--- config.mk ---
export PLATFORM = sky130hd
export DESIGN_NAME = hecc_sector_gen
export DESIGN_NICKNAME = d
export VERILOG_FILES = /design/src/rtl/hecc_pkg.sv /design/src/rtl/hecc_lane_par.sv /design/src/rtl/hecc_seq.sv /design/src/rtl/hecc_sector_gen.sv
export SDC_FILE = /design/constraint.sdc
export NUM_CORES = 1
export LEC_CHECK = 0
export ABC_AREA = 1
export ABC_CLOCK_PERIOD_IN_PS = 2420
export CAP_MARGIN = 40
export CORE_UTILIZATION = 57
export DETAILED_ROUTE_END_ITERATION = 16
export DONT_BUFFER_PORTS = 1
export GPL_TIMING_DRIVEN = 0
export PLACE_DENSITY = 0.72
export SETUP_SLACK_MARGIN = 0.5
export SYNTH_ARGS = -nofsm -noshare
export SYNTH_HDL_FRONTEND = slang
export SYNTH_HIERARCHICAL = 1
export SYNTH_SLANG_ARGS = --single-unit
--- constraint.sdc ---
create_clock -name clk -period 2.42 [get_ports clk]
set_input_delay 0.242 -clock clk [delete_from_list [all_inputs] [get_ports clk]]
set_output_delay 0.242 -clock clk [all_outputs]
set_load 0.02 [all_outputs]
--- src/rtl/hecc_pkg.sv ---
package hecc_pkg;
    typedef enum logic [1:0] {
        ST_IDLE = 2'd0,
        ST_RUN  = 2'd1,
        ST_HOLD = 2'd2
    } hecc_state_e;

    localparam int BIT_PAIRS = 3;
endpackage

--- src/rtl/hecc_lane_par.sv ---
// Parity contribution of one byte at one sector address.
module hecc_lane_par #(
    parameter int ADDR_W = 9,
    parameter int NP     = hecc_pkg::BIT_PAIRS + ADDR_W
) (
    input  logic [7:0]        byte_i,
    input  logic [ADDR_W-1:0] addr_i,
    input  logic              en_i,
    output logic [NP-1:0]     ev_o,
    output logic [NP-1:0]     od_o
);
    logic byte_xor;
    assign byte_xor = ^byte_i;

    always_comb begin
        ev_o = '0;
        od_o = '0;
        if (en_i) begin
            for (int k = 0; k < hecc_pkg::BIT_PAIRS; k++) begin
                for (int b = 0; b < 8; b++) begin
                    if (((b >> k) & 1) != 0) od_o[k] = od_o[k] ^ byte_i[b];
                    else                     ev_o[k] = ev_o[k] ^ byte_i[b];
                end
            end
            for (int j = 0; j < ADDR_W; j++) begin
                if (addr_i[j]) od_o[hecc_pkg::BIT_PAIRS+j] = byte_xor;
                else           ev_o[hecc_pkg::BIT_PAIRS+j] = byte_xor;
            end
        end
    end
endmodule

--- src/rtl/hecc_seq.sv ---
// Sector sequencer: state machine and byte address counter.
module hecc_seq #(
    parameter int ADDR_W = 9
) (
    input  logic                       clk,
    input  logic                       rst_n,
    input  logic                       clear,
    input  logic                       strobe,
    input  logic                       wide_mode,
    input  logic [ADDR_W-2:0]          size_cfg,
    output hecc_pkg::hecc_state_e      state_o,
    output logic                       take_o,
    output logic [ADDR_W-1:0]          addr_o
);
    import hecc_pkg::*;

    hecc_state_e state_q, state_d;
    logic [ADDR_W:0] cnt_q;
    logic [ADDR_W:0] words_n;
    logic [ADDR_W:0] total;
    logic [ADDR_W:0] step;
    logic            last;

    assign words_n = {2'b00, size_cfg} + 1'b1;
    assign total   = {words_n[ADDR_W-1:0], 1'b0};
    assign step    = wide_mode ? (ADDR_W+1)'(2) : (ADDR_W+1)'(1);
    assign take_o  = (state_q == ST_RUN) && strobe && !clear;
    assign last    = take_o && ((cnt_q + step) == total);
    assign state_o = state_q;
    assign addr_o  = cnt_q[ADDR_W-1:0];

    always_comb begin
        state_d = state_q;
        unique case (state_q)
            ST_IDLE: if (clear) state_d = ST_RUN;
            ST_RUN:  if (clear) state_d = ST_RUN;
                     else if (last) state_d = ST_HOLD;
            ST_HOLD: if (clear) state_d = ST_RUN;
            default: state_d = ST_IDLE;
        endcase
    end

    always_ff @(posedge clk or negedge rst_n) begin
        if (!rst_n) state_q <= ST_IDLE;
        else        state_q <= state_d;
    end

    always_ff @(posedge clk or negedge rst_n) begin
        if (!rst_n)      cnt_q <= '0;
        else if (clear)  cnt_q <= '0;
        else if (take_o) cnt_q <= cnt_q + step;
    end
endmodule

--- src/rtl/hecc_sector_gen.sv ---
module hecc_sector_gen #(
    parameter int SECTOR_MAX = 512,
    parameter int DATA_W     = 16,
    localparam int ADDR_W    = $clog2(SECTOR_MAX),
    localparam int LANES     = DATA_W / 8,
    localparam int NP        = hecc_pkg::BIT_PAIRS + ADDR_W
) (
    input  logic              clk,
    input  logic              rst_n,
    input  logic              clear,
    input  logic              wide_mode,
    input  logic [ADDR_W-2:0] size_cfg,
    input  logic              strobe,
    input  logic [DATA_W-1:0] data_in,
    output logic              busy,
    output logic              done,
    output logic [31:0]       raw_out,
    output logic [23:0]       packed_out
);
    import hecc_pkg::*;

    hecc_state_e       state;
    logic              take;
    logic [ADDR_W-1:0] base_addr;
    logic [NP-1:0]     lane_ev [LANES];
    logic [NP-1:0]     lane_od [LANES];
    logic [NP-1:0]     sum_ev, sum_od;
    logic [NP-1:0]     acc_ev, acc_od;

    hecc_seq #(.ADDR_W(ADDR_W)) u_seq (
        .clk       (clk),
        .rst_n     (rst_n),
        .clear     (clear),
        .strobe    (strobe),
        .wide_mode (wide_mode),
        .size_cfg  (size_cfg),
        .state_o   (state),
        .take_o    (take),
        .addr_o    (base_addr)
    );

    for (genvar g = 0; g < LANES; g++) begin : g_lane
        logic lane_en;
        assign lane_en = take && ((g == 0) || wide_mode);
        hecc_lane_par #(.ADDR_W(ADDR_W), .NP(NP)) u_par (
            .byte_i (data_in[8*g +: 8]),
            .addr_i (base_addr | ADDR_W'(g)),
            .en_i   (lane_en),
            .ev_o   (lane_ev[g]),
            .od_o   (lane_od[g])
        );
    end

    always_comb begin
        sum_ev = '0;
        sum_od = '0;
        for (int l = 0; l < LANES; l++) begin
            sum_ev = sum_ev ^ lane_ev[l];
            sum_od = sum_od ^ lane_od[l];
        end
    end

    always_ff @(posedge clk or negedge rst_n) begin
        if (!rst_n) begin
            acc_ev <= '0;
            acc_od <= '0;
        end else if (clear) begin
            acc_ev <= '0;
            acc_od <= '0;
        end else if (take) begin
            acc_ev <= acc_ev ^ sum_ev;
            acc_od <= acc_od ^ sum_od;
        end
    end

    assign busy       = (state == ST_RUN);
    assign done       = (state == ST_HOLD);
    assign raw_out    = {{(16-NP){1'b0}}, acc_od, {(16-NP){1'b0}}, acc_ev};
    assign packed_out = {acc_od[11:8], acc_ev[11:8], acc_od[7:0], acc_ev[7:0]};
endmodule

== Word-level counts from Yosys, hierarchy flattened ==
Cells that the tools add are included.

* Word-level logic and storage cells: 143
* Memory bits (writable): 0
* Bits in registers: 36
* Memories kept: 0
* Memory bits (read-only): 0
* Output and inout port bits: 58
* Latch bits: 0
* Input bits: 29

* Order comparisons: 0
* Add/subtract/negate cells: 2
* Reductions and logical operators: 11
* Divide/modulo/power cells: 0
* Eq/ne operators: 5
* Multipliers: 0
* Mux-type cells: 83
* Bitwise logic cells: 38
* Shifts and indexed selects: 0

{| class="wikitable"
|+ Operator list
! kind !! count
|-
| 12-bit two-way mux || 8
|-
| 1-bit two-way mux || 68
|-
| 12-bit XOR || 4
|-
| 1-bit XOR || 34
|-
| 10-bit two-way mux || 2
|-
| 8-bit parity || 2
|-
| 10-bit adder || 1
|-
| 10-bit equality test || 1
|-
| 8-bit by 1-bit adder with 9-bit output, second input constant || 1
|-
| 2-bit two-way mux || 4
|-
| 1-bit logical AND || 4
|-
| 2-bit case mux with 2 select lines || 1
|-
| 3-bit by 2-bit != test with 1-bit output, second input constant || 1
|-
| 2-bit by 1-bit equality test with 1-bit output, second input constant || 1
|-
| 2-bit equality test, second input constant || 1
|-
| 2-bit zero test || 1
|-
| 2-bit by 1-bit != test with 1-bit output, second input constant || 1
|-
| 2-bit AND reduction || 1
|-
| 2-bit nonzero test || 1
|-
| 2-bit OR reduction || 1
|-
| 1-bit zero test || 1
|}

== Depth between registers and ports, before layout ==
Gate-level depths: netlist (run 1).

* Depth in word-level cells: 16
* Depth in mapped cells: 17
* Depth with buffers taken out: 17

== Modules after synthesis ==
The synthesis (run 1) kept the hierarchy.

{| class="wikitable"
|+ Modules (own cells, without submodules)
! module !! cells an instance !! area each (µm²) !! seq. area each (µm²) !! times used
|-
| hecc_sector_gen || 338 || 2016.9 || 600.6 || 1
|-
| hecc_seq || 175 || 1128.6 || 300.3 || 1
|-
| hecc_lane_par || 101 || 510.5 || 0.0 || 2
|}

== Worst setup path before layout (run 1) ==
OpenSTA, ideal clock, no wires.

* Path type: reg-to-reg
* From: reg u_seq.cnt_q[0]
* To: reg u_seq.state_q[1], in the netlist u_seq/state_o[1]
* Buffers on the path: 0
* Required time: 2351 ps
* Path slack: 488 ps
* Data arrival time: 1863 ps
* Clock period less this slack: 1932 ps
* Setup time: 69 ps
* Cell stages (with the launch flop): 15
* Cell sequence: dfrtp_1 ha_1 fa_1 nor2_1 nor2_1 nand2_1 nor2_1 nand3_1 nor2_1 nand2_1 nor2_1 nand2_1 nand2_1 nand2_1 nor2_2

* Longest elaborated chain between the ends: 5

{| class="wikitable"
|+ RTL lines
! element !! line !! text
|-
| start: declaration || hecc_seq.sv:18 || <nowiki>logic [ADDR_W:0] cnt_q;</nowiki>
|-
| start signal: assignment || hecc_seq.sv:51 || <nowiki>else if (take_o) cnt_q <= cnt_q + step;</nowiki>
|-
| 10-bit adder || hecc_seq.sv:28 || <nowiki>assign last = take_o && ((cnt_q + step) == total);</nowiki>
|-
| 10-bit equality test || hecc_seq.sv:28 ||
|-
| 1-bit logical AND || hecc_seq.sv:28 ||
|-
| 3-bit by 2-bit != test with 1-bit output (no line) || n/a ||
|-
| 2-bit AND reduction (no line) || n/a ||
|-
| end signal: assignment || hecc_seq.sv:45 || <nowiki>else state_q <= state_d;</nowiki>
|-
| end: declaration || hecc_seq.sv:17 || <nowiki>hecc_state_e state_q, state_d;</nowiki>
|}

Every way passes these cells.
A chain may end at the register's enable or synchronous reset.

== Worst setup path after layout (run 1) ==
Ends and elaborated chain as after synthesis.

==> results.txt, run 1 <==
----------------------------------------------------
[STA]
  Final min period ... 2.11 ns
  Worst setup skew after layout ... 0.0161 ns
  Count of endpoints failing hold in the final timing report ... 0
  # setup viols final ... 0
  Count of final max-slew check failures ... 0
  Setup TNS after final layout ... 0 ns
  Unrepaired setup endpoints after global routing ... true
  Slew at the pin closest to its max-slew limit ... 0.627 ns
  Worst-case headroom to the max-slew limit ... 58.2%
  Maximum clock frequency ... 473 MHz
  Portion of the clock cycle consumed by the worst path in the final layout ... 87.3%

[Setup path]
  Critical Path Source Type ... flop
  Worst setup EP type ... flop
  Largest stage delay, worst path ... 0.48 ns
  End of the worst register-to-register path ... u_seq/state_o[1]
  Cells traversed along the worst timing path ... ha_2 > fa_1 > nand2_1 > nand2_1 > nor2_1 > nand2_1 > nor2_1 > nand3_1 > nor2_1 > nand2_1 > nor2_1 > nand2_1 > nand2_1 > nand2_1 > nor2_2
  Crit. Startpoint ... u_seq/cnt_q[0]
  Stages on worst setup path ... 15
  Highest fanout seen on the critical path ... 3
  R2R setup slack ... 0.31 ns
  Max stage delay cell, worst path ... sky130_fd_sc_hd__fa_1
  Critical Path AT ... 2.36 ns
  Worst setup path class ... flop to flop
  Number of cells on the worst reg-to-reg path ... 15
  Required time of the critical path ... 2.67 ns
  Critical Path End ... u_seq/state_o[1]
  Critical path buffer and inverter count ... 0
  Dominant cell type by count on the critical path ... sky130_fd_sc_hd__nand2_1
  Top cell family by delay on the critical path ... simple AND/OR/NAND/NOR gates
  Worst reg2reg startpoint ... u_seq/cnt_q[0]

[Clocking]
  Clk root buf ... sky130_fd_sc_hd__clkbuf_8
  Number of sinks handled by clock tree synthesis ... 36
  TritonCTS clock tree ... built
  Register clock-pin slew on the reported worst setup and hold paths ... 0.09 ns
  CTS buffer count ... 5
  Number of levels in the clock H-tree ... 2
  Max clock buf depth ... 2
  Clock network latency to the later pin of the worst-skew pair ... 0.31 ns

[Job]
  Number of violations of the max-capacitance limit ... 0

[Route]
  DRC violation count after routing ... 0
  Drt via density ... 4.94
  Number of antenna-violating nets in the routed design ... 0
  Number of detailed-routing iterations run before antenna repair ... 5
  Detail-routed net length per standard cell ... 11.8 um
  Wire length after detailed routing ... 10100 um
  Via Count ... 4217
  Iteration-0 DRC count of the detailed router ... 240

[Placement]
  Post-DP HPWL ... 7180 um
  Placer Congestion ... 0.887
  Placement Cell Area ... 4320 um2
  Buffers added on ports ... 0

[Pwr]
  Switching component of the power ... 0.828 mW
  Worst vdd rail ir drop ... 0.263 mV
  Leak pwr ... 2.56 nW
  Switching fraction of total power ... 41.0%
  Clock network fraction of design power ... 22.7%
  Sequential fraction of design power ... 35.3%
  Total design power ... 2.02 mW
  Power density over the cells ... 408 nW/um2
  Internal power ... 1.19 mW
  Comb pwr share ... 42.0%

[Run status]
  Status ... complete, no violations

[Synth]
  Most area-hungry cell type in the Yosys netlist ... sky130_fd_sc_hd__dfrtp_1
  Area of the mapped netlist ... 4170 um2
  Synthesis warning total ... 6
  Count of different cell masters after synthesis ... 31
  Ranking of synthesized cells by area ... sky130_fd_sc_hd__dfrtp_1 22%, sky130_fd_sc_hd__nand2_1 21%, sky130_fd_sc_hd__inv_1 12%, sky130_fd_sc_hd__buf_4 7.4%, sky130_fd_sc_hd__nand3_1 5.3%
  Post-synthesis instance total ... 715
  Sequential-to-total area share from yosys stat ... 21.6%
  FF+latch count, synth ... 36
  Yosys top cell area share ... 21.6%
  Syn avg cell area ... 5.83 um2

[Global route]
  Via count of the first global-routing pass ... 3778
  Sum of overflow across all layers after global routing ... 0
  GRT Resource Usage Total ... 26.5%
  First-pass GRT wire length ... 16200 um
  Maximum number of pins on one net before global-route repair ... 37
  Antenna violations before repair ... 0

[Floorplanning]
  Floorplan die height ... 87.5 um
  Effective utilization at floorplan ... 60.0%
  Floorplan die area ... 7660 um2
  Die Width ... 87.5 um
  Site row count ... 30
  Ports ... 87
  Area of the placeable core ... 6940 um2

[Final layout]
  Post-route design area ... 4940 um2
  Layout cells sized above 1 ... 27.3%
  Fraction of the core area covered by cells at the end of the flow ... 71.2%
  Number of nets in the finished design ... 789
  N_diodes ... 0
  Area Overhead vs Synth ... 18.6%

[Hold path]
  Hold Path Class ... input port to flop

----------------------------------------------------
==> metal layers <==
layer  routed length, um  track usage (%)  part of all wire, %  up-vias
met3                 472             4.83                  4.7       17
met2                4900             47.2                   49      121
met5                   0                0                    0        -
met1                4490             32.8                   45     1904
li1                    -                -                    -     2175
met4                 226             6.86                  2.2        0
==> registers in the layout, indices dropped and copies added (netlist names) <==
register / cells
u_seq/cnt_q: 10
u_seq/state_o: 2
acc_ev: 12
acc_od: 12
==> power groups by stage <==
stage / logic (mW) / registers, mW / clock network [mW]
floorplan: 0.556 / 0.717 / 0
global placement: 0.635 / 0.727 / 0
detailed placement: 0.649 / 0.729 / 0
CTS: 0.729 / 0.714 / 0.465
global route: 0.935 / 0.722 / 0.491
finish: 0.847 / 0.714 / 0.458
==> cell type report <==
cell class,count,area (um2)
Tap cell,96,120
Multi-Input combinational cell,486,2560
Inverter,147,557
Sequential cell,36,901
Buffer,54,467
Fill cell,600,2000
Clock inverter,3,23.8
Timing Repair Buffer,26,244
Clock buffer,5,68.8
==> synthesized netlist by cell type (all sizes together) <==
cell / n
nand2: 256
inv: 146
nor2: 81
buf: 50
nand3: 45
dfrtp: 36
nand4: 29
or2: 22
a21oi: 9
o22ai: 8
o21ai: 6
xnor2: 6
xor2: 6
clkbuf: 4
ha: 3
nand3b: 3
conb: 2
clkinv: 1
fa: 1
nor3: 1
==> cell families after synthesis <==
group	count (synthesis)	synth area share, %
other	2	0.180
flip-flops	36	21.6
adder cells (fa/ha/maj)	4	1.38
XOR/XNOR	12	2.70
buffers and inverters	201	23.2
AND/OR/NAND/NOR	437	47.9
AO/OA/AOI/OAI	23	3.00
==> tightest hold or removal path, stage by stage <==
cell and delay [ns]:
sky130_fd_sc_hd__inv_2 0.06, sky130_fd_sc_hd__nand2_1 0.07, sky130_fd_sc_hd__nor2_1 0.03
==> repair_timing <==
item / CTS / global route
pin swaps: 17 / 43
resized for setup: 25 / 79
setup endpoints to repair: 25 / 26
setup buffers: 13 / 9
gates cloned: 0 / 2
hold buffers: 2 / 0
endpoints found under the hold margin: 36 / 0
==> worst min path at each step <==
stage,startpoint,cells after the start,end
floorplan,rst_n,0,acc_ev[0]
global placement,rst_n,0,acc_od[0]
detailed placement,rst_n,0,acc_od[0]
CTS,clear,3,acc_ev[3]
global route,clear,3,acc_ev[2]
finish,clear,3,acc_ev[2]
==> stage by stage <==
| stage | hold slack, ns | instances | setup WS [ns] |
|---|---|---|---|
| 2_1_floorplan | -0.0536 | 723 | 0.518 |
| 3_3_place_gp | -0.0529 | 819 | 0.166 |
| 3_5_place_dp | -0.0527 | 819 | 0.156 |
| 4_1_cts | 0.131 | 842 | 0.313 |
| 5_1_grt | 0.149 | 853 | 0.0828 |
| 6_report | 0.142 | 853 | 0.307 |
==> placed cells by master, fill, tap and decap left out, types with 13 or more instances in the layout <==
cell type                   n
sky130_fd_sc_hd__nand3_1   40
sky130_fd_sc_hd__nor2_1    44
sky130_fd_sc_hd__nand2_2   30
sky130_fd_sc_hd__nor2_4    17
sky130_fd_sc_hd__buf_4     60
sky130_fd_sc_hd__inv_2     14
sky130_fd_sc_hd__nand2_1  223
sky130_fd_sc_hd__nor2_2    20
sky130_fd_sc_hd__inv_1    130
sky130_fd_sc_hd__or2_4     13
sky130_fd_sc_hd__nand4_1   29
sky130_fd_sc_hd__dfrtp_1   36
Power figures use the tool's default switching activity.
==> run 2, diff against run 1 <==
--- a/config.mk
+++ b/config.mk
@@ -8,6 +8,7 @@
 export ABC_AREA = 1
 export ABC_CLOCK_PERIOD_IN_PS = 2420
 export CAP_MARGIN = 40
+export CORE_ASPECT_RATIO = 0.75
 export CORE_UTILIZATION = 57
 export DETAILED_ROUTE_END_ITERATION = 16
 export DONT_BUFFER_PORTS = 1
==> results.txt, run 2 (synthesized netlist as in run 1, its figures left out) <==
----------------------------------------------------
[Global route]
  First-pass GRT wire length ... 16900 um (was 16200 um)
  GRT Resource Usage Total ... 27.8% (was 26.5%)
  Sum of overflow across all layers after global routing ... 0 (unchanged)
  Maximum number of pins on one net before global-route repair ... 37 (unchanged)
  Via count of the first global-routing pass ... 3769 (was 3778)
  Antenna violations before repair ... 0 (unchanged)

[Final layout]
  Largest registers ... acc_ev: 12 flops, acc_od: 12 flops, u_seq/cnt_q: 10 flops (unchanged)
  Post-route design area ... 4840 um2 (was 4940 um2)
  Leading cell types in the layout, fill and taps excluded ... 226 x sky130_fd_sc_hd__nand2_1, 128 x sky130_fd_sc_hd__inv_1, 54 x sky130_fd_sc_hd__buf_4 (was 223 x sky130_fd_sc_hd__nand2_1, 130 x sky130_fd_sc_hd__inv_1, 60 x sky130_fd_sc_hd__buf_4)
  Fill count ... 613 (was 600)
  Area Overhead vs Synth ... 16.1% (was 18.6%)
  Most frequent standard cell in the layout excluding fill and tap cells ... sky130_fd_sc_hd__nand2_1 (unchanged)
  Layout cells sized above 1 ... 26.7% (was 27.3%)
  N_diodes ... 0 (unchanged)
  Number of nets in the finished design ... 782 (was 789)

[Setup path]
  Worst setup path class ... flop to flop (unchanged)
  R2R setup slack ... 0.24 ns (was 0.31 ns)
  Highest fanout seen on the critical path ... 3 (unchanged)
  Critical Path Source Type ... flop (unchanged)
  Critical Path AT ... 2.41 ns (was 2.36 ns)
  Worst setup EP type ... flop (unchanged)
  Required time of the critical path ... 2.66 ns (was 2.67 ns)

[Route]
  Total length of routed met3 wires ... 669 um (was 472 um)
  Drt via density ... 4.99 (was 4.94)
  Sum of met2 wire segment lengths after detailed routing ... 4730 um (was 4900 um)
  Via Count ... 4228 (was 4217)
  Number of detailed-routing iterations run before antenna repair ... 5 (unchanged)
  DRC violation count after routing ... 0 (unchanged)
  Met1 WL ... 4750 um (was 4490 um)
  DR top layer ... met4 (unchanged)
  Wire length after detailed routing ... 10300 um (was 10100 um)
  Number of antenna-violating nets in the routed design ... 0 (unchanged)
  Detail-routed net length per standard cell ... 12.1 um (was 11.8 um)
  Iteration-0 DRC count of the detailed router ... 214 (was 240)

[STA]
  Final min period ... 2.18 ns (was 2.11 ns)
  Maximum clock frequency ... 459 MHz (was 473 MHz)
  Portion of the clock cycle consumed by the worst path in the final layout ... 90.0% (was 87.3%)
  Count of final max-slew check failures ... 0 (unchanged)
  Slew at the pin closest to its max-slew limit ... 0.517 ns (was 0.627 ns)
  Count of endpoints failing hold in the final timing report ... 0 (unchanged)
  Worst-case headroom to the max-slew limit ... 65.5% (was 58.2%)
  Setup TNS after final layout ... 0 ns (unchanged)
  Unrepaired setup endpoints after global routing ... true (unchanged)
  Worst setup skew after layout ... 0.0111 ns (was 0.0161 ns)
  # setup viols final ... 0 (unchanged)

[Pwr]
  Leak pwr ... 2.50 nW (was 2.56 nW)
  Power density over the cells ... 414 nW/um2 (was 408 nW/um2)
  Worst vdd rail ir drop ... 0.299 mV (was 0.263 mV)

[Floorplanning]
  Die Width ... 101 um (was 87.5 um)
  Floorplan die area ... 7660 um2 (about the same)
  Area of the placeable core ... 6930 um2 (was 6940 um2)
  Ports ... 87 (unchanged)
  Site row count ... 26 (was 30)
  Effective utilization at floorplan ... 60.1% (was 60.0%)
  Floorplan die height ... 76.0 um (was 87.5 um)

[Clocking]
  Number of levels in the clock H-tree ... 2 (unchanged)
  TritonCTS clock tree ... built (unchanged)
  Register clock-pin slew on the reported worst setup and hold paths ... 0.08 ns (was 0.09 ns)
  Number of sinks handled by clock tree synthesis ... 36 (unchanged)
  Max clock buf depth ... 2 (unchanged)
  Clk root buf ... sky130_fd_sc_hd__clkbuf_8 (unchanged)
  Clock network latency to the later pin of the worst-skew pair ... 0.31 ns (about the same)
  CTS buffer count ... 5 (unchanged)

[Hold path]
  Hold Path Class ... input port to flop (unchanged)

[Placement]
  Placer Congestion ... 0.883 (was 0.887)
  Post-DP HPWL ... 7590 um (was 7180 um)
  Buffers added on ports ... 0 (unchanged)
  Placement Cell Area ... 4320 um2 (about the same)

[Job]
  Number of violations of the max-capacitance limit ... 0 (unchanged)

[Run status]
  Status ... complete, no violations (unchanged)

----------------------------------------------------
## run 2: path summary, 6_finish.rpt
kind	start	end	cells after the start
worst min-delay path	clear	acc_ev[4]	3
worst max-delay path	u_seq/cnt_q[0]	u_seq/state_o[1]	14
worst min register to register	u_seq/cnt_q[9]	u_seq/cnt_q[9]	2
worst max register to register	u_seq/cnt_q[0]	u_seq/state_o[1]	14
min in group asynchronous	rst_n	acc_ev[9]	2
max in group asynchronous	rst_n	u_seq/state_o[0]	2
## run 2: metal layers
| layer | vias to the layer above | GRT usage [%] |
|---|---|---|
| met2 | 157 | 44.6 |
| met1 | 1893 | 38.2 |
| met5 | - | 0 |
| met3 | 14 | 4.50 |
| li1 | 2164 | - |
| met4 | 0 | 8.70 |
## run 2: final cells by class
class	instances	area (um2)	area share [%]
inverter	147	554	11.5
tap	98	123	2.53
clock inverter	1	7.51	0.155
clock buffer	7	86.3	1.78
timing repair buffer	19	186	3.85
multi-input combinational	486	2520	52.1
buffer	54	455	9.42
sequential	36	902	18.6
## run 2: stage by stage
step / worst slack [ns] / power, mW / hold WS, ns / util [%] / instances
floorplan: 0.518 / 1.27 / -0.0536 / - / 723
global placement: 0.108 / 1.37 / -0.0528 / 62.4 / 821
detailed placement: 0.0607 / 1.38 / -0.0526 / 62.4 / 821
CTS: 0.263 / 1.93 / 0.123 / 66.6 / 845
global route: 0.129 / 2.13 / 0.130 / 69.8 / 848
finish: 0.242 / 2.00 / 0.121 / 69.8 / 848
## run 2: timing repair
action	CTS	global route
cloned	0	1
gates resized for setup	21	66
hold endpoints to repair	36	0
hold buffers	2	0
pin swaps	10	45
endpoints found under the setup margin	25	26
buffers inserted	14	2
## run 2: worst max-delay path, stage by stage (launching register included)
cell and delay, ns:
sky130_fd_sc_hd__dfrtp_1 0.42, sky130_fd_sc_hd__ha_4 0.18, sky130_fd_sc_hd__fa_2 0.54, sky130_fd_sc_hd__nor2_1 0.05, sky130_fd_sc_hd__nor2_1 0.10, sky130_fd_sc_hd__nand2_1 0.07
sky130_fd_sc_hd__nor2_1 0.10, sky130_fd_sc_hd__nand3_1 0.10, sky130_fd_sc_hd__nor2_2 0.15, sky130_fd_sc_hd__nand2_1 0.06, sky130_fd_sc_hd__nor2_1 0.08, sky130_fd_sc_hd__nand2_1 0.06
sky130_fd_sc_hd__nand2_1 0.07, sky130_fd_sc_hd__nand2_1 0.06, sky130_fd_sc_hd__nor2_2 0.07
## run 2: power breakdown
part	switching, mW	leakage (nW)	total (mW)	internal, mW
Combinational	0.482	1.97	0.814	0.333
Sequential	0.0841	0.490	0.721	0.637
Clock	0.237	0.0445	0.469	0.232
Total	0.803	2.50	2.00	1.20
==> run 3, diff against run 2 <==
--- a/config.mk
+++ b/config.mk
@@ -7,13 +7,11 @@
 export LEC_CHECK = 0
 export ABC_AREA = 1
 export ABC_CLOCK_PERIOD_IN_PS = 2420
-export CAP_MARGIN = 40
-export CORE_ASPECT_RATIO = 0.75
 export CORE_UTILIZATION = 57
 export DETAILED_ROUTE_END_ITERATION = 16
 export DONT_BUFFER_PORTS = 1
 export GPL_TIMING_DRIVEN = 0
-export PLACE_DENSITY = 0.72
+export PLACE_DENSITY_LB_ADDON = 0.08
 export SETUP_SLACK_MARGIN = 0.5
 export SYNTH_ARGS = -nofsm -noshare
 export SYNTH_HDL_FRONTEND = slang
==> results.txt, run 3 (synthesized netlist as in run 1, its figures left out) <==
----------------------------------------------------
[Run status]
  Status ... complete, no violations (unchanged)

[Route]
  Iteration-0 DRC count of the detailed router ... 174 (was 214)
  Drt via density ... 4.89 (was 4.99)
  Detail-routed net length per standard cell ... 11.3 um (was 12.1 um)
  DRC violation count after routing ... 0 (unchanged)
  Number of antenna-violating nets in the routed design ... 0 (unchanged)
  Via Count ... 4121 (was 4228)
  Number of detailed-routing iterations run before antenna repair ... 4 (was 5)
  Wire length after detailed routing ... 9490 um (was 10300 um)

[Pwr]
  Leak pwr ... 2.47 nW (was 2.50 nW)
  Total design power ... 1.93 mW (was 2.00 mW)
  Worst vdd rail ir drop ... 0.209 mV (was 0.299 mV)
  Power density over the cells ... 414 nW/um2 (about the same)

[Clocking]
  TritonCTS clock tree ... built (unchanged)
  Clock network latency to the later pin of the worst-skew pair ... 0.30 ns (was 0.31 ns)
  Clk root buf ... sky130_fd_sc_hd__clkbuf_8 (unchanged)
  Number of levels in the clock H-tree ... 2 (unchanged)
  Number of sinks handled by clock tree synthesis ... 36 (unchanged)
  CTS buffer count ... 5 (unchanged)
  Max clock buf depth ... 2 (unchanged)
  Register clock-pin slew on the reported worst setup and hold paths ... 0.08 ns (about the same)

[Final layout]
  Finished Layout Cells ... 843 (was 848)
  Layout cells sized above 1 ... 23.6% (was 26.7%)
  Leading cell types in the layout, fill and taps excluded ... 229 x sky130_fd_sc_hd__nand2_1, 133 x sky130_fd_sc_hd__inv_1, 54 x sky130_fd_sc_hd__buf_4 (was 226 x sky130_fd_sc_hd__nand2_1, 128 x sky130_fd_sc_hd__inv_1, 54 x sky130_fd_sc_hd__buf_4)
  Most frequent standard cell in the layout excluding fill and tap cells ... sky130_fd_sc_hd__nand2_1 (unchanged)
  Register Area ... 902 um2 (unchanged)
  Total area of multi-input combinational cells ... 2420 um2 (was 2520 um2)
  Area Overhead vs Synth ... 12.2% (was 16.1%)
  N_diodes ... 0 (unchanged)
  Fraction of the core area covered by cells at the end of the flow ... 67.3% (was 69.8%)
  Post-route design area ... 4670 um2 (was 4840 um2)
  Number of nets in the finished design ... 779 (was 782)
  Largest registers ... acc_ev: 12 flops, acc_od: 12 flops, u_seq/cnt_q: 10 flops (unchanged)
  Fill count ... 651 (was 613)

[Hold path]
  Min-delay src ... clear (unchanged)
  Hold Path Class ... input port to flop (unchanged)
  Hold Path Sink ... acc_ev[4] (unchanged)
  Cell count of the worst hold path ... 3 (unchanged)

[Placement]
  Post-DP HPWL ... 7130 um (was 7590 um)
  Placement Cell Area ... 4320 um2 (about the same)
  Buffers added on ports ... 0 (unchanged)
  Placer Congestion ... 0.875 (was 0.883)
  Number of instances in the placed design ... 819 (was 821)
  Pre-CTS setup slack ... 0.128 ns (was 0.0607 ns)

[Setup path]
  Number of cells on the worst reg-to-reg path ... 14 (unchanged)
  Highest fanout seen on the critical path ... 3 (unchanged)
  Required time of the critical path ... 2.65 ns (was 2.66 ns)
  End of the worst register-to-register path ... u_seq/state_o[1] (unchanged)
  Dominant cell type by count on the critical path ... sky130_fd_sc_hd__nand2_1 (unchanged)
  Cells traversed along the worst timing path ... ha_4 > fa_2 > nor2_2 > nor2_1 > nand2_1 > nor2_1 > nand3_1 > nor2_1 > nand2_1 > nor2_1 > nand2_1 > nand2_1 > nand2_1 > nor2_2 (was ha_4 > fa_2 > nor2_1 > nor2_1 > nand2_1 > nor2_1 > nand3_1 > nor2_2 > nand2_1 > nor2_1 > nand2_1 > nand2_1 > nand2_1 > nor2_2)
  Critical Path AT ... 2.36 ns (was 2.41 ns)
  Worst reg2reg startpoint ... u_seq/cnt_q[0] (unchanged)
  Critical Path Source Type ... flop (unchanged)
  Max stage delay cell, worst path ... sky130_fd_sc_hd__fa_2 (unchanged)
  Worst setup EP type ... flop (unchanged)
  Largest stage delay, worst path ... 0.57 ns (was 0.54 ns)
  Worst setup path class ... flop to flop (unchanged)
  R2R setup slack ... 0.29 ns (was 0.24 ns)

[Floorplanning]
  Floorplan die height ... 87.5 um (was 76.0 um)
  Area of the placeable core ... 6940 um2 (was 6930 um2)
  Die Width ... 87.5 um (was 101 um)
  Floorplan die area ... 7660 um2 (about the same)
  Ports ... 87 (unchanged)
  Site row count ... 30 (was 26)
  Effective utilization at floorplan ... 60.0% (was 60.1%)

[STA]
  Final-layout worst hold slack ... 0.140 ns (was 0.121 ns)
  Count of endpoints failing hold in the final timing report ... 0 (unchanged)
  Final min period ... 2.13 ns (was 2.18 ns)
  Worst setup skew after layout ... 0.0116 ns (was 0.0111 ns)
  Setup TNS after final layout ... 0 ns (unchanged)
  Worst-case headroom to the max-slew limit ... 63.6% (was 65.5%)
  Slew at the pin closest to its max-slew limit ... 0.546 ns (was 0.517 ns)
  Unrepaired setup endpoints after global routing ... true (unchanged)
  Portion of the clock cycle consumed by the worst path in the final layout ... 87.9% (was 90.0%)
  Count of final max-slew check failures ... 0 (unchanged)
  # setup viols final ... 0 (unchanged)
  Worst setup margin ... 0.293 ns (was 0.242 ns)
  Maximum clock frequency ... 470 MHz (was 459 MHz)

[Global route]
  Sum of overflow across all layers after global routing ... 0 (unchanged)
  Maximum number of pins on one net before global-route repair ... 37 (unchanged)
  Via count of the first global-routing pass ... 3653 (was 3769)
  First-pass GRT wire length ... 15800 um (was 16900 um)
  GRT Resource Usage Total ... 26.0% (was 27.8%)
  Antenna violations before repair ... 0 (unchanged)

[Job]
  Number of violations of the max-capacitance limit ... 0 (unchanged)

----------------------------------------------------
-- run 3: power breakdown --
part	internal, mW	switching [mW]
registers	0.637	0.0825
clock network	0.228	0.233
logic	0.310	0.444
-- run 3: worst max-delay path: cells and delay by family (launching register included) --
family	cells	cell delay [ns]
adder cells (fa/ha/maj)	2	0.75
flip-flops	1	0.41
AND/OR/NAND/NOR	12	0.91
-- run 3: layer usage --
metal | up-vias | routed length (um) | track usage, %
met3 | 15 | 478 | 4.83
met4 | 0 | 159 | 6.71
met5 | - | 0 | 0
met2 | 118 | 4600 | 47.1
met1 | 1836 | 4250 | 31.5
li1 | 2152 | - | -
-- run 3: timing repair --
item | in CTS | in global routing
setup buffers | 6 | 8
hold buffers | 2 | 0
resized for setup | 8 | 45
hold endpoints to repair | 36 | 0
pin swaps | 2 | 22
setup endpoints to repair | 24 | 25
cloned | 0 | 0
-- run 3: how the worst max path moves through the flow --
stage | slack, ns | cells past startpoint | startpoint | end
2_1_floorplan | 0.52 | 14 | u_seq/cnt_q[0] | u_seq/state_o[1]
3_5_place_dp | 0.13 | 15 | u_seq/state_o[1] | acc_ev[6]
4_1_cts | 0.30 | 15 | u_seq/cnt_q[0] | u_seq/state_o[1]
3_3_place_gp | 0.17 | 15 | u_seq/state_o[1] | acc_ev[5]
5_1_grt | 0.14 | 14 | u_seq/cnt_q[0] | u_seq/state_o[1]
6_report | 0.29 | 14 | u_seq/cnt_q[0] | u_seq/state_o[1]
-- run 3: layout make-up --
type | instances | share of cell area (%)
Buffer | 54 | 9.50
Clock buffer | 6 | 1.77
Clock inverter | 2 | 0.214
Inverter | 147 | 11.8
Multi-Input combinational cell | 486 | 51.9
Sequential cell | 36 | 19.3
Tap cell | 96 | 2.57
Timing Repair Buffer | 16 | 2.97
